`src/rtl/priv_pkg.sv`:
```
package priv_pkg;

    typedef enum logic [1:0] {
        MODE_U   = 2'b00,
        MODE_S   = 2'b01,
        MODE_RSV = 2'b10,
        MODE_M   = 2'b11
    } pmode_e;

    typedef enum logic [1:0] {
        EV_NONE,
        EV_TRAP,
        EV_MRET,
        EV_SRET
    } pevent_e;

    // Status word bit positions
    localparam int B_SIE    = 1;
    localparam int B_MIE    = 3;
    localparam int B_SPIE   = 5;
    localparam int B_MPIE   = 7;
    localparam int B_SPP    = 8;
    localparam int B_MPP_LO = 11;
    localparam int B_MPP_HI = 12;

    // Fold a requested mode onto one the configuration supports
    function automatic logic [1:0] legalize_mode(input logic [1:0] req,
                                                 input logic       u_ok,
                                                 input logic       s_ok);
        logic [1:0] res;
        if (!u_ok)
            res = MODE_M;
        else if (req == MODE_RSV || (req == MODE_S && !s_ok))
            res = MODE_U;
        else
            res = req;
        return res;
    endfunction

endpackage

```
`src/rtl/priv_csr_gate.sv`:
```
module priv_csr_gate
    import priv_pkg::*;
#(
    parameter int AW = 12
) (
    input  logic          clk,
    input  logic          rst_n,
    input  logic          req,
    input  logic          we,
    input  logic [AW-1:0] addr,
    input  pmode_e        mode,
    output logic          illegal,
    output logic          wr_ok,
    output logic          rd_ok
);
    localparam int LVL_LO = 8;
    localparam int RO_LO  = 10;

    logic [1:0] need_lvl;
    logic       low_priv;
    logic       ro_write;
    logic       unused_abits;

    assign unused_abits = ^addr[LVL_LO-1:0];

    always_comb begin
        // hypervisor-class addresses count as supervisor level
        need_lvl = (addr[LVL_LO+1:LVL_LO] == 2'b10) ? 2'b01 : addr[LVL_LO+1:LVL_LO];
        low_priv = (mode < need_lvl);
        ro_write = we && (addr[RO_LO+1:RO_LO] == 2'b11);
        illegal  = req && (low_priv || ro_write);
        wr_ok    = req && we && !illegal;
        rd_ok    = req && !illegal;
    end

    a_r4_ro_write_refused: assert property (@(posedge clk) disable iff (!rst_n)
        (req && we && addr[RO_LO+1:RO_LO] == 2'b11) |-> (illegal && !wr_ok));

    a_r3_machine_level: assert property (@(posedge clk) disable iff (!rst_n)
        (req && addr[LVL_LO+1:LVL_LO] == 2'b11 && mode != MODE_M) |-> (illegal && !rd_ok));

endmodule

```
`src/rtl/priv_mode_fsm.sv`:
```
module priv_mode_fsm
    import priv_pkg::*;
(
    input  logic       clk,
    input  logic       rst_n,
    input  logic       u_ok,
    input  logic       s_ok,
    input  logic       trap,
    input  logic       mret,
    input  logic       sret,
    input  logic [1:0] mpp,
    input  logic       spp,
    output pmode_e     mode_q
);
    pevent_e ev;
    pmode_e  mode_d;

    always_comb begin
        if (trap)      ev = EV_TRAP;
        else if (mret) ev = EV_MRET;
        else if (sret) ev = EV_SRET;
        else           ev = EV_NONE;
    end

    always_comb begin
        mode_d = mode_q;
        unique case (ev)
            EV_TRAP: mode_d = MODE_M;
            EV_MRET: mode_d = pmode_e'(legalize_mode(mpp, u_ok, s_ok));
            EV_SRET: mode_d = pmode_e'(legalize_mode({1'b0, spp}, u_ok, s_ok));
            EV_NONE: mode_d = (mode_q == MODE_RSV) ? MODE_M : mode_q;
        endcase
    end

    always_ff @(posedge clk or negedge rst_n) begin
        if (!rst_n) mode_q <= MODE_M;
        else        mode_q <= mode_d;
    end

    a_r9_trap_enters_m: assert property (@(posedge clk) disable iff (!rst_n)
        trap |=> (mode_q == MODE_M));

    a_r2_no_reserved_mode: assert property (@(posedge clk) disable iff (!rst_n)
        mode_q != MODE_RSV);

    a_r7_mret_without_u: assert property (@(posedge clk) disable iff (!rst_n)
        (mret && !trap && !u_ok) |=> (mode_q == MODE_M));

endmodule

```
`src/rtl/priv_status_regs.sv`:
```
module priv_status_regs
    import priv_pkg::*;
#(
    parameter int          XLEN       = 32,
    parameter int          AW         = 12,
    parameter logic [11:0] MSTAT_ADDR = 12'h300,
    parameter logic [11:0] SSTAT_ADDR = 12'h100
) (
    input  logic            clk,
    input  logic            rst_n,
    input  logic            u_ok,
    input  logic            s_ok,
    input  logic            trap,
    input  logic            mret,
    input  logic            sret,
    input  pmode_e          mode,
    input  logic            wr_en,
    input  logic            rd_en,
    input  logic [AW-1:0]   addr,
    input  logic [XLEN-1:0] wdata,
    output logic [XLEN-1:0] rdata,
    output logic [1:0]      mpp,
    output logic            spp
);
    localparam logic [XLEN-1:0] S_MASK = XLEN'((1 << B_SIE) | (1 << B_SPIE) | (1 << B_SPP));

    logic            mie, sie, mpie, spie;
    logic [XLEN-1:0] word;
    logic            hit_m, hit_s;
    logic            unused_wbits;

    assign unused_wbits = ^wdata;
    assign hit_m = (addr == AW'(MSTAT_ADDR));
    assign hit_s = (addr == AW'(SSTAT_ADDR));

    always_comb begin
        word              = '0;
        word[B_SIE]       = sie;
        word[B_MIE]       = mie;
        word[B_SPIE]      = spie;
        word[B_MPIE]      = mpie;
        word[B_SPP]       = spp;
        word[B_MPP_HI:B_MPP_LO] = mpp;
    end

    always_comb begin
        rdata = '0;
        if (rd_en && hit_m)      rdata = word;
        else if (rd_en && hit_s) rdata = word & S_MASK;
    end

    always_ff @(posedge clk or negedge rst_n) begin
        if (!rst_n) begin
            mie  <= 1'b0;
            sie  <= 1'b0;
            mpie <= 1'b0;
            spie <= 1'b0;
            spp  <= 1'b0;
            mpp  <= MODE_M;
        end else if (trap) begin
            mpie <= mie;
            mie  <= 1'b0;
            mpp  <= mode;
        end else if (mret) begin
            mie  <= mpie;
            mpie <= 1'b1;
            mpp  <= u_ok ? MODE_U : MODE_M;
        end else if (sret) begin
            sie  <= spie;
            spie <= 1'b1;
            spp  <= 1'b0;
        end else if (wr_en && hit_m) begin
            mie  <= wdata[B_MIE];
            sie  <= wdata[B_SIE];
            mpie <= wdata[B_MPIE];
            spie <= wdata[B_SPIE];
            spp  <= wdata[B_SPP];
            mpp  <= legalize_mode(wdata[B_MPP_HI:B_MPP_LO], u_ok, s_ok);
        end else if (wr_en && hit_s) begin
            sie  <= wdata[B_SIE];
            spie <= wdata[B_SPIE];
            spp  <= wdata[B_SPP];
        end
    end

    a_r6_alias_keeps_m_bits: assert property (@(posedge clk) disable iff (!rst_n)
        (wr_en && hit_s && !trap && !mret && !sret) |=> ($stable(mie) && $stable(mpie) && $stable(mpp)));

    a_r5_quiet_no_change: assert property (@(posedge clk) disable iff (!rst_n)
        (!wr_en && !trap && !mret && !sret) |=> $stable(word));

    a_r7_mret_enables: assert property (@(posedge clk) disable iff (!rst_n)
        (mret && !trap) |=> (mie == $past(mpie) && mpie));

    a_r8_sret_enables: assert property (@(posedge clk) disable iff (!rst_n)
        (sret && !trap && !mret) |=> (sie == $past(spie) && spie && !spp));

    a_r2_mpp_never_reserved: assert property (@(posedge clk) disable iff (!rst_n)
        mpp != MODE_RSV);

endmodule

```
`src/rtl/priv_status_unit.sv`:
```
module priv_status_unit
    import priv_pkg::*;
#(
    parameter int XLEN = 32,
    parameter int AW   = 12
) (
    input  logic            clk,
    input  logic            rst_n,
    input  logic            en_umode,
    input  logic            en_smode,
    input  logic            csr_req,
    input  logic            csr_we,
    input  logic [AW-1:0]   csr_addr,
    input  logic [XLEN-1:0] csr_wdata,
    output logic [XLEN-1:0] csr_rdata,
    output logic            csr_illegal,
    input  logic            trap_take,
    input  logic            mret_take,
    input  logic            sret_take,
    output logic [1:0]      cur_mode
);
    pmode_e     mode_q;
    logic       wr_ok, rd_ok;
    logic [1:0] mpp;
    logic       spp;

    priv_csr_gate #(.AW(AW)) u_gate (
        .clk     (clk),
        .rst_n   (rst_n),
        .req     (csr_req),
        .we      (csr_we),
        .addr    (csr_addr),
        .mode    (mode_q),
        .illegal (csr_illegal),
        .wr_ok   (wr_ok),
        .rd_ok   (rd_ok)
    );

    priv_mode_fsm u_fsm (
        .clk    (clk),
        .rst_n  (rst_n),
        .u_ok   (en_umode),
        .s_ok   (en_smode),
        .trap   (trap_take),
        .mret   (mret_take),
        .sret   (sret_take),
        .mpp    (mpp),
        .spp    (spp),
        .mode_q (mode_q)
    );

    priv_status_regs #(.XLEN(XLEN), .AW(AW)) u_regs (
        .clk   (clk),
        .rst_n (rst_n),
        .u_ok  (en_umode),
        .s_ok  (en_smode),
        .trap  (trap_take),
        .mret  (mret_take),
        .sret  (sret_take),
        .mode  (mode_q),
        .wr_en (wr_ok),
        .rd_en (rd_ok),
        .addr  (csr_addr),
        .wdata (csr_wdata),
        .rdata (csr_rdata),
        .mpp   (mpp),
        .spp   (spp)
    );

    assign cur_mode = mode_q;

    a_r5_illegal_reads_zero: assert property (@(posedge clk) disable iff (!rst_n)
        csr_illegal |-> (csr_rdata == '0));

endmodule

```
`config.mk`:
```
export PLATFORM = sky130hd
export DESIGN_NAME = priv_status_unit
export DESIGN_NICKNAME = d
export VERILOG_FILES = /design/src/rtl/priv_pkg.sv /design/src/rtl/priv_csr_gate.sv /design/src/rtl/priv_mode_fsm.sv /design/src/rtl/priv_status_regs.sv /design/src/rtl/priv_status_unit.sv
export SDC_FILE = /design/constraint.sdc
export NUM_CORES = 1
export LEC_CHECK = 0
export BUFFER_PORTS_ARGS = -buffer_cell sky130_fd_sc_hd__buf_2
export CORE_AREA = 2 2 54 56
export CTS_BUF_LIST = sky130_fd_sc_hd__clkbuf_4 sky130_fd_sc_hd__clkbuf_8 sky130_fd_sc_hd__clkbuf_16
export CTS_CLUSTER_DIAMETER = 30
export DETAILED_ROUTE_END_ITERATION = 8
export DIE_AREA = 0 0 56 58
export GPL_TIMING_DRIVEN = 0
export PLACE_DENSITY = 0.87
export SLEW_MARGIN = 20
export SYNTH_ARGS = -nofsm -noshare
export SYNTH_HDL_FRONTEND = slang
export SYNTH_SLANG_ARGS = --single-unit
```
`constraint.sdc`:
```
create_clock -name clk -period 2.3 [get_ports clk]
set_input_delay 0.46 -clock clk [delete_from_list [all_inputs] [get_ports clk]]
set_output_delay 0.46 -clock clk [all_outputs]
set_load 0.02 [all_outputs]
```
-- Word level (Yosys, flattened, before mapping)
Index checks and enable logic that the tools add are counted.
- flip-flop bits (word level): 9
- bits of input ports: 53
- word-level logic and storage cells: 82
- $lt $le $gt $ge: 1
- eq/ne operators: 14
- multiplexer cells: 36
- bitwise gates (word level): 2
- reductions and logical operators: 22
- operators with widths (cell ; count):
    $mux 32 ; 1
    $mux 2 ; 15
    $mux 1 ; 18
    $eq 2x2->1 const B ; 7
    $eq 12x10->1 const B ; 1
    $eq 12x9->1 const B ; 1
    $logic_and 1x1->1 ; 12
    $mux 9 ; 1
    $pmux 2 s4 ; 1
    $eq 2x1->1 const B ; 3
    $reduce_bool 3->1 ; 2
    $logic_or 1x1->1 ; 3
    $ne 3x3->1 const B ; 1
    $reduce_and 3->1 ; 1
    $logic_not 1->1 ; 2
    $logic_not 2->1 ; 1
    $lt 2x2->1 ; 1
    $ne 2x1->1 const B ; 1
    $not 1->1 ; 2
    $reduce_and 2->1 ; 1

-- Depth between registers and ports, before layout
Gate-level depths: netlist of the first run.
- word-level depth: 12
- mapped depth: 6
- mapped depth without buffers: 6

-- Hierarchy
Synthesis of the first run repeated with hierarchy kept, for this count alone.
- cell total of the unflattened synthesis: 101
- area total of the unflattened synthesis: 903.4 um2
- by module, submodules not included (module ; times used ; cells each ; area an instance (um2)):
    priv_status_regs ; 1 ; 75 ; 689.4
    priv_mode_fsm ; 1 ; 14 ; 125.1
    priv_csr_gate ; 1 ; 12 ; 88.8

-- Worst setup path after synthesis of the first run
OpenSTA, ideal clock, no wires.
- path kind: register to output
- from: register u_fsm.mode_q[1]
- to: output port csr_illegal
- arrival: 1.464 ns
- data required time: 1.840 ns
- slack: 0.376 ns
- stages on the path, launching flop included: 4
- buffers on the path: 0
- path through: dfstp_2 ha_1 a21o_2 a21boi_1
- word-level cells in the longest chain between the ends: 3
- RTL lines (item ; line ; source):
    from (decl) ; priv_mode_fsm.sv:13 ; output pmode_e mode_q
    from (signal assigned) ; priv_mode_fsm.sv:37 ; else mode_q <= mode_d;
    $lt 2x2->1 ; priv_csr_gate.sv:29 ; low_priv = (mode < need_lvl);
    $logic_or 1x1->1 ; priv_csr_gate.sv:31 ; illegal = req && (low_priv || ro_write);
    $logic_and 1x1->1 ; priv_csr_gate.sv:31 ;
    to (decl) ; priv_status_unit.sv:16 ; output logic csr_illegal,
Every way passes these cells.

-- Final worst setup path of the first run
- from: register u_fsm.mode_q[1]
- to: output port csr_rdata[12]
- word-level cells in the longest chain between the ends: 7
- RTL lines (item ; line ; source):
    $lt 2x2->1 ; priv_csr_gate.sv:29 ;
    $logic_or 1x1->1 ; priv_csr_gate.sv:31 ;
    $logic_and 1x1->1 ; priv_csr_gate.sv:31 ;
    $logic_not 1->1 ; priv_csr_gate.sv:33 ; rd_ok = req && !illegal;
    $logic_and 1x1->1 ; priv_csr_gate.sv:33 ;
    $logic_and 1x1->1 ; priv_status_regs.sv:48 ; if (rd_en && hit_m) rdata = word;
    $mux 32 ; priv_status_regs.sv:48 ;
    to (decl) ; priv_status_unit.sv:15 ; output logic [XLEN-1:0] csr_rdata,
Every way passes these cells.

==> results of run 1 <==
==> cells in the final DEF (no fill, tap or decap), types with 2 or more instances in the layout <==
master,Yosys,layout
a311oi_1,3,3
nand3_1,6,6
o31ai_1,5,5
dfrtp_1,5,5
o21ai_0,2,2
inv_1,3,3
conb_1,1,25
o211ai_1,3,3
or3_1,2,2
nand2_1,5,5
a21oi_1,7,7
buf_2,0,37
clkbuf_4,0,4
dfstp_2,4,4
nor3_1,3,3
nand4_1,3,3
and3_1,7,7
buf_4,27,28
nor4_4,2,2
nor2_1,5,4
==> how the worst max path moves through the flow <==
stage                    startpoint             to  cells after the start
floorplan           u_fsm.mode_q[1]    csr_illegal                      3
global placement        csr_addr[9]  csr_rdata[12]                      7
detailed placement      csr_addr[9]  csr_rdata[12]                      7
CTS                 u_fsm.mode_q[1]  csr_rdata[12]                      5
global route           csr_addr[10]  csr_rdata[12]                      6
finish              u_fsm.mode_q[1]  csr_rdata[12]                      5
==> worst reg2reg max path, cell delays in order (launching register included) <==
cell and delay, ps:
dfstp_2 580, ha_1 300, a21oi_4 190, buf_4 160, o31ai_1 80, a311oi_1 250
==> kinds of logic after synthesis <==
group / count (synthesis)
simple gates: 40
buf+inv: 32
compound gates: 30
flops: 9
fa+ha+maj: 1
other cells: 1
==> flip-flops by register name, indices dropped and copies added, names as in the netlist <==
| name | flops |
|---|---|
| u_fsm.mode_q | 2 |
| u_regs.mpp | 2 |
| u_regs.mie | 1 |
| u_regs.mpie | 1 |
| u_regs.sie | 1 |
| u_regs.spie | 1 |
| u_regs.spp | 1 |
==> final cells by class <==
type / instances / area [sq um]
Buffer: 28 / 211
Clock buffer: 4 / 30.0
Fill cell: 276 / 1350
Inverter: 4 / 15.0
Multi-Input combinational cell: 96 / 594
Sequential cell: 9 / 230
Tap cell: 31 / 38.8
Timing Repair Buffer: 38 / 193
==> metal layers <==
| metal | vias up | track usage (%) | wire length, um |
|---|---|---|---|
| li1 | 508 | - | - |
| met4 | 0 | 8.16 | 56 |
| met3 | 5 | 3.79 | 284 |
| met5 | - | 0 | 0 |
| met2 | 56 | 25.2 | 1060 |
| met1 | 461 | 18.7 | 972 |
==> where the power goes <==
group / leakage, nW / switching (mW) / total, mW / internal (mW)
combinational: 0.574 / 0.109 / 0.189 / 0.0806
clock: 0.0184 / 0.0621 / 0.141 / 0.0791
sequential: 0.0995 / 0.0105 / 0.185 / 0.175
==> timing repair <==
| item | 4_1_cts | 5_1_grt |
|---|---|---|
| setup endpoints to repair | 4 | 4 |
| pin swaps | 1 | 0 |
| buffers inserted | 1 | 0 |
| cloned | 0 | 0 |
| resized for setup | 1 | 1 |
==> impl_metrics.tcl, run 1 <==
set metrics [dict create \
    die_y_um 58 \
    rsz0062_at_grt "false" \
    die_w_um 56 \
    yosysUniqueCellTypes 38 \
    critical_path_buf_inv_count 1 \
    power.total_mw 0.516 \
    drt-total-wl_mm 2.38 \
    worstHoldPathType "primary input to asynchronous set/reset pin" \
    cts_made_buffers 3 \
    htree_levels 1 \
    cts_hold_buffers 0 \
    final_nets 234 \
    portBuffers 37 \
    finalCritPeriodShare_pct 97.1 \
    final_cells 210 \
    stdcell_area_sq_um 1310 \
    ys_ff_latch 9 \
    yosysMostFrequentCell "buf_4" \
    p_leak_nw 0.692 \
    ir_worst_vdd_mv 0.214 \
    synth_compound_area_share_pct 22.5 \
    synth_top_area_cell "buf_4" \
    worstPathCellList "ha_1 > a21oi_4 > nor2_2 > and3_1 > buf_2" \
    drv_slew 0 \
    drc 0 \
    cts_root_buffer "clkbuf_4" \
    dpl-instance-area_sq_um 1260 \
    track_usage_pct 15.4 \
    setup_viol 0 \
    dpl.hpwl_mm 1.92 \
    critical_path.max_stage_delay_ps 580 \
    synth_top_area_share_pct 21.3 \
    fin_crit_ps 2230 \
    synthArstFlopShare_pct 100 \
    core_sq_um 2660 \
    crit_path_start_kind "flop" \
    synth.top_cells.by_area "buf_4 (21%), dfrtp_1 (13%), dfstp_2 (11%)" \
    worstMarginPinSlew_ps 553 \
    syn_area_per_cell_sq_um 8.42 \
    clock-sinks 9 \
    tns_ps 0 \
    reg2reg_to "u_regs.mie" \
    place_congestion 0.846 \
    fmax_mhz 448 \
    antenna_found_initial 0 \
    synth.yosys.seq_area_share_pct 24.2 \
    worstRegToRegCells 5 \
    clk_latency_ps 270 \
    timing.rr.start "u_fsm.mode_q[1]" \
    yosys-mux-area-fraction_pct 0 \
    fin_worst_skew_ps 1.95 \
    drtIter0Drc 32 \
    grt_pass1_vias 914 \
    critical_path_class "flop to output port" \
    initial_core_util_pct 35.7 \
    holdWs_ps 28.4 \
    dieArea_sq_um 3250 \
    hold_violations 0 \
    synthFlopType "dfrtp_1" \
    post_drt_wl_per_cell_um 11.3 \
    powerDensity_nw_per_um2 393 \
    clkSlewWorstSetupHoldPaths_ps 60 \
    ant_nets 0 \
    antenna_cells 0 \
    crit_family "flip-flops" \
    synthTopCellsByCount "buf_4 (27), a21oi_1 (7), and3_1 (7)" \
    r2r_slack_ps 650 \
    synth_edf_count 0 \
    vias 1030 \
    cap_violations 0 \
    detailedPlace.worstSlack_ps 14.8 \
    crit_path_top_delay_cell "dfstp_2" \
    layout_setup_ws_ps 66.8 \
    cts_tree "yes" \
    fp-row-count 19 \
    ioPinCount 88 \
    slew_headroom_pct 63.0 \
    synthAdderAreaFrac_pct 1.32 \
    firstDrtPassIters 4 \
    cp_max_fo 5 \
    overflow 0 \
    synthCells 113 \
    grt_pass1_wl_mm 3.87 \
    clockBufferDepth 2 \
    drive_above_1_share_pct 45.3 \
    grt_max_degree 11 \
    cp_data_arrival_time_ps 1770 \
    critical_path.endpoint_type "output port" \
    outcome "finished, final reports clean" \
    dp.cells 205 \
    synthToLayoutAreaGrowth_pct 38.0 \
    cp.required_ps 1840 \
    vias_per_cell 4.90 \
    synth_top_family_by_area "simple AND/OR/NAND/NOR gates" \
    fin_util_pct 49.3 \
    synth_xor_area_share_pct 0 \
    synth_area_sq_um 951 \
    ys_warn_count 0 \
    yosys.area_share.simple_pct 27.8 \
]
(Power assumes the default switching activity.)
==> run 2, diff against run 1 <==
--- a/config.mk
+++ b/config.mk
@@ -11,8 +11,10 @@
 export CTS_CLUSTER_DIAMETER = 30
 export DETAILED_ROUTE_END_ITERATION = 8
 export DIE_AREA = 0 0 56 58
+export GPL_ROUTABILITY_DRIVEN = 0
 export GPL_TIMING_DRIVEN = 0
 export PLACE_DENSITY = 0.87
+export SETUP_SLACK_MARGIN = 0.3
 export SLEW_MARGIN = 20
 export SYNTH_ARGS = -nofsm -noshare
 export SYNTH_HDL_FRONTEND = slang
==> run 2 against run 1 <==
Net effect:
- flip-flop and latch count unchanged
- utilization increased by 9.0 points
- highest routed layer unchanged
- critical endpoint unchanged
- register-to-register slack gained 30 ps
- worst setup slack improved by 200 ps
- via count rose by 6.4%
==> impl_metrics.tcl, run 2 (synthesis results as in run 1) <==
set metrics [dict create \
    fmax_mhz 491 \
    core_sq_um 2660 \
    use_met2_pct 28.9 \
    worstMarginPinSlew_ps 528 \
    gr-usage-met3_pct 3.57 \
    reg.largest.list "u_fsm.mode_q x2, u_regs.mpp x2" \
    die_w_um 56 \
    dieArea_sq_um 3250 \
    firstDrtPassIters 4 \
    clk_latency_ps 270 \
    powerDensity_nw_per_um2 358 \
    p_leak_nw 0.743 \
    cts_tree "yes" \
    post_drt_wl_per_cell_um 12.6 \
    worstHoldPathType "primary input to asynchronous set/reset pin" \
    ioPinCount 88 \
    slew_headroom_pct 64.7 \
    drc 0 \
    vias 1096 \
    die_y_um 58 \
    drive_above_1_share_pct 54.5 \
    final_nets 244 \
    cp.required_ps 1840 \
    drv_slew 0 \
    grt_pass1_vias 977 \
    cp_max_fo 5 \
    hold_violations 0 \
    final_common_cell "buf_4" \
    worstPathCellList "ha_4 > a21oi_4 > nor2_4 > and3_4 > buf_6" \
    drt-total-wl_mm 2.77 \
    htree_levels 1 \
    stdcell_area_sq_um 1550 \
    cts_root_buffer "clkbuf_4" \
    drtIter0Drc 60 \
    cap_violations 0 \
    crit_path_start_kind "flop" \
    antenna_found_initial 0 \
    antenna_cells 0 \
    critical_path.endpoint_type "output port" \
    portBuffers 37 \
    outcome "finished, final reports clean" \
    fin_crit_ps 2040 \
    critical_path_buf_inv_count 1 \
    grt_max_degree 11 \
    tns_ps 0 \
    critical_path_class "flop to output port" \
    crit_path_top_delay_cell "dfstp_2" \
    synthToLayoutAreaGrowth_pct 63.2 \
    ant_nets 0 \
    grt_pass1_wl_mm 4.31 \
    clkSlewWorstSetupHoldPaths_ps 60 \
    use_met1_pct 20.0 \
    dpl.hpwl_mm 1.90 \
    setup_viol 0 \
    overflow 0 \
    crit_family "flip-flops" \
    initial_core_util_pct 35.7 \
    ir_worst_vdd_mv 0.274 \
    cts_made_buffers 3 \
    fp-row-count 19 \
    track_usage_pct 16.7 \
    layout_common_cells "buf_4 (39), conb_1 (25), buf_2 (25), buf_6 (10)" \
    cts_hold_buffers 0 \
    cp_data_arrival_time_ps 1580 \
    fin_worst_skew_ps 0.656 \
    grt-busiest-layer "met2" \
    fillers 239 \
    clock-sinks 9 \
    rsz0062_at_grt "true" \
    clockBufferDepth 2 \
    vias_per_cell 4.98 \
    finalCritPeriodShare_pct 88.5 \
    critical_path.max_stage_delay_ps 550 \
    dpl-instance-area_sq_um 1260 \
]
## run 2: changes by cell type in the layout (fill, tap and decap cells not counted), moves of 7 or more
cell / change
buf_2: -12
buf_6: +10
buf_4: +11
and3_1: -7
and3_4: +7
## run 2: final timing paths
check / to / slack (ps) / depth (start not counted) / start
setup / recovery: csr_rdata[12] / 260 / 5 / u_fsm.mode_q[1]
hold / removal: u_regs.mpie / 30 / 1 / rst_n
setup reg to reg: u_regs.mie / 680 / 6 / u_fsm.mode_q[1]
hold reg to reg: u_regs.mpie / 530 / 2 / u_regs.mie
max in group asynchronous: u_regs.mpp[0] / 2030 / 1 / rst_n
min in group clk: u_regs.spie / 410 / 2 / csr_wdata[5]
## run 2: power breakdown
group	switching, mW	internal [mW]
sequential	0.0107	0.175
clock	0.0631	0.0791
combinational	0.123	0.105
total	0.197	0.359
## run 2: final cells by class
cell class	count	area [sq um]	area share, %
plain buffers	28	215	13.9
clock buffers	4	30.0	1.94
inverters	4	15.0	0.968
multi-input cells	96	683	44.0
flip-flops and latches	9	230	14.8
well taps	31	38.8	2.50
repair buffers	48	339	21.9
## run 2: timing repair
item | CTS | global route
endpoints found under the hold margin | 0 | 0
pin swaps | 12 | 5
buffers inserted | 10 | 1
gates resized for setup | 31 | 9
setup endpoints to repair | 8 | 8
## run 2: worst register-to-register path, delay by kind of cell, from the launching register on
kind | cells | cell delay [ps]
adder cells (fa/ha/maj) | 1 | 210
flip-flops | 1 | 550
buffers and inverters | 2 | 250
AO/OA/AOI/OAI | 3 | 510
## run 2: per-layer routing
layer	share of wire, %	wire length, um
met4	1.8	50
met1	38	1050
met5	0	0
met3	12	333
met2	48	1330
## run 2: through the flow
| stage | total power [mW] | setup slack (ps) | hold WS, ps | cells | utilization [%] |
|---|---|---|---|---|---|
| after floorplan | 0.314 | 376 | 164 | 137 | - |
| after global placement | 0.366 | 46.5 | 323 | 205 | 47.5 |
| after detailed placement | 0.369 | 9.45 | 326 | 205 | 47.5 |
| after CTS | 0.540 | 245 | 36.6 | 219 | 56.4 |
| after global routing | 0.579 | 233 | 42.3 | 220 | 58.3 |
| final | 0.556 | 265 | 27.6 | 220 | 58.3 |
==> run 3, diff against run 2 <==
--- a/config.mk
+++ b/config.mk
@@ -5,15 +5,15 @@
 export SDC_FILE = /design/constraint.sdc
 export NUM_CORES = 1
 export LEC_CHECK = 0
-export BUFFER_PORTS_ARGS = -buffer_cell sky130_fd_sc_hd__buf_2
-export CORE_AREA = 2 2 54 56
+export CORE_AREA = 2 2 52 54
 export CTS_BUF_LIST = sky130_fd_sc_hd__clkbuf_4 sky130_fd_sc_hd__clkbuf_8 sky130_fd_sc_hd__clkbuf_16
 export CTS_CLUSTER_DIAMETER = 30
 export DETAILED_ROUTE_END_ITERATION = 8
-export DIE_AREA = 0 0 56 58
+export DIE_AREA = 0 0 54 56
+export DONT_BUFFER_PORTS = 1
 export GPL_ROUTABILITY_DRIVEN = 0
 export GPL_TIMING_DRIVEN = 0
-export PLACE_DENSITY = 0.87
+export PLACE_DENSITY = 0.62
 export SETUP_SLACK_MARGIN = 0.3
 export SLEW_MARGIN = 20
 export SYNTH_ARGS = -nofsm -noshare
==> run 3 against run 2 <==
Net effect:
- utilization shrank 5.6 points
- non-clock buffer count down 39
- combinational power is 19% lower
- highest routed layer unchanged
==> impl_metrics.tcl, run 3 (synthesis results as in run 1) <==
set metrics [dict create \
    multi_input_area_sq_um 682 \
    drive_above_1_share_pct 40.7 \
    layout_common_cells "buf_4 (34), conb_1 (25), a21oi_1 (7), and3_4 (6), nand3_1 (6)" \
    crit_cells 3 \
    reg2reg_to "u_regs.mie" \
    overflow 0 \
    p_leak_nw 0.571 \
    antenna_found_initial 0 \
    tns_ps 0 \
    regArea_sq_um 230 \
    power_frac_seq_pct 37.2 \
    drtIter0Drc 15 \
    finalCritPeriodShare_pct 90.3 \
    final_common_cell "buf_4" \
    drc 0 \
    critical_path.endpoint_type "output port" \
    powerDensity_nw_per_um2 399 \
    fmax_mhz 481 \
    crit_path_top_delay_cell "dfstp_2" \
    fin_worst_skew_ps 6.10 \
    portBuffers 0 \
    cts_tree "yes" \
    ioPinCount 88 \
    die_w_um 54 \
    cts_made_buffers 3 \
    rsz0062_at_grt "true" \
    vias 929 \
    track_usage_pct 17.2 \
    antenna_cells 0 \
    clockBufferDepth 2 \
    ir_worst_vdd_mv 0.382 \
    r2r_slack_ps 440 \
    cp_data_arrival_time_ps 1620 \
    initial_core_util_pct 39.1 \
    crit_path_start_kind "flop" \
    core_sq_um 2430 \
    worstMarginPinSlew_ps 598 \
    synthToLayoutAreaGrowth_pct 34.6 \
    cp.required_ps 1840 \
    worstPathCellList "ha_4 > a21o_4 > a21boi_4" \
    switchingPower_mw 0.171 \
    combPwrFrac_pct 36.3 \
    dpl-instance-area_sq_um 1080 \
    dieArea_sq_um 3020 \
    htree_levels 1 \
    switching_share_pct 33.4 \
    final_nets 205 \
    hold_violations 0 \
    p_clk_share_pct 26.5 \
    grt_pass1_wl_mm 3.88 \
    drv_slew 0 \
    drt-total-wl_mm 2.57 \
    cp_max_fo 5 \
    post_drt_wl_per_cell_um 14.3 \
    firstDrtPassIters 4 \
    die_y_um 56 \
    clk_latency_ps 260 \
    dpl.hpwl_mm 1.90 \
    intPower_mw 0.340 \
    outcome "finished, final reports clean" \
    crit_family "flip-flops" \
    cap_violations 0 \
    fp-row-count 18 \
    cts_root_buffer "clkbuf_4" \
    slew_headroom_pct 60.0 \
    fillers 239 \
    clock-sinks 9 \
    critical_path_class "flop to output port" \
    fin_crit_ps 2080 \
    ant_nets 0 \
    clkSlewWorstSetupHoldPaths_ps 70 \
    worstRegToRegCells 7 \
    vias_per_cell 5.16 \
    setup_viol 0 \
    critical_path_buf_inv_count 0 \
    grt_pass1_vias 857 \
    stdcell_area_sq_um 1280 \
    grt_max_degree 11 \
    reg.largest.list "u_fsm.mode_q x2, u_regs.mpp x2" \
    timing.rr.start "u_fsm.mode_q[1]" \
    power.total_mw 0.511 \
    critical_path.max_stage_delay_ps 660 \
    worstHoldPathType "primary input to asynchronous set/reset pin" \
]
## run 3: final cells by class
type | instances | share of cell area, %
Multi-Input combinational cell | 96 | 53.3
Inverter | 4 | 1.17
Timing Repair Buffer | 9 | 5.77
Clock buffer | 4 | 2.35
Tap cell | 30 | 2.93
Buffer | 28 | 16.5
Sequential cell | 9 | 18.0
## run 3: timing repair
action,4_1_cts,5_1_grt
hold buffers,1,0
endpoints found under the hold margin,5,0
gates resized for setup,24,0
pin swaps,9,2
setup buffers,6,2
setup endpoints to repair,8,8
cloned,0,0
## run 3: worst max path at each step
stage | start | endpoint | slack (ps)
final | u_fsm.mode_q[1] | csr_illegal | 220
after global routing | u_fsm.mode_q[1] | csr_illegal | 190
after CTS | u_fsm.mode_q[1] | csr_illegal | 220
after detailed placement | csr_addr[10] | csr_rdata[3] | 210
after global placement | u_fsm.mode_q[1] | csr_rdata[3] | 210
after floorplan | u_fsm.mode_q[1] | csr_illegal | 380
## run 3: through the flow
step / instances / setup WS, ps / util (%) / hold slack, ps
floorplan: 137 / 376 / - / 164
global placement: 167 / 210 / 44.3 / 165
global route: 180 / 193 / 52.6 / 22.4
CTS: 178 / 217 / 52.0 / 25.8
finish: 180 / 223 / 52.6 / 35.3
detailed placement: 167 / 205 / 44.3 / 165
## run 3: layer usage
| layer | part of all wire, % | GRT usage [%] |
|---|---|---|
| met4 | 0.39 | 6.07 |
| met3 | 10 | 3.23 |
| met2 | 49 | 28.7 |
| met5 | 0 | 0 |
| met1 | 40 | 21.5 |
## run 3: power groups by stage
stage	combinational, mW	clock, mW	sequential (mW)
2_1_floorplan	0.126	0	0.187
3_3_place_gp	0.136	0	0.191
3_5_place_dp	0.138	0	0.192
4_1_cts	0.176	0.142	0.190
5_1_grt	0.200	0.150	0.192
6_report	0.185	0.135	0.190
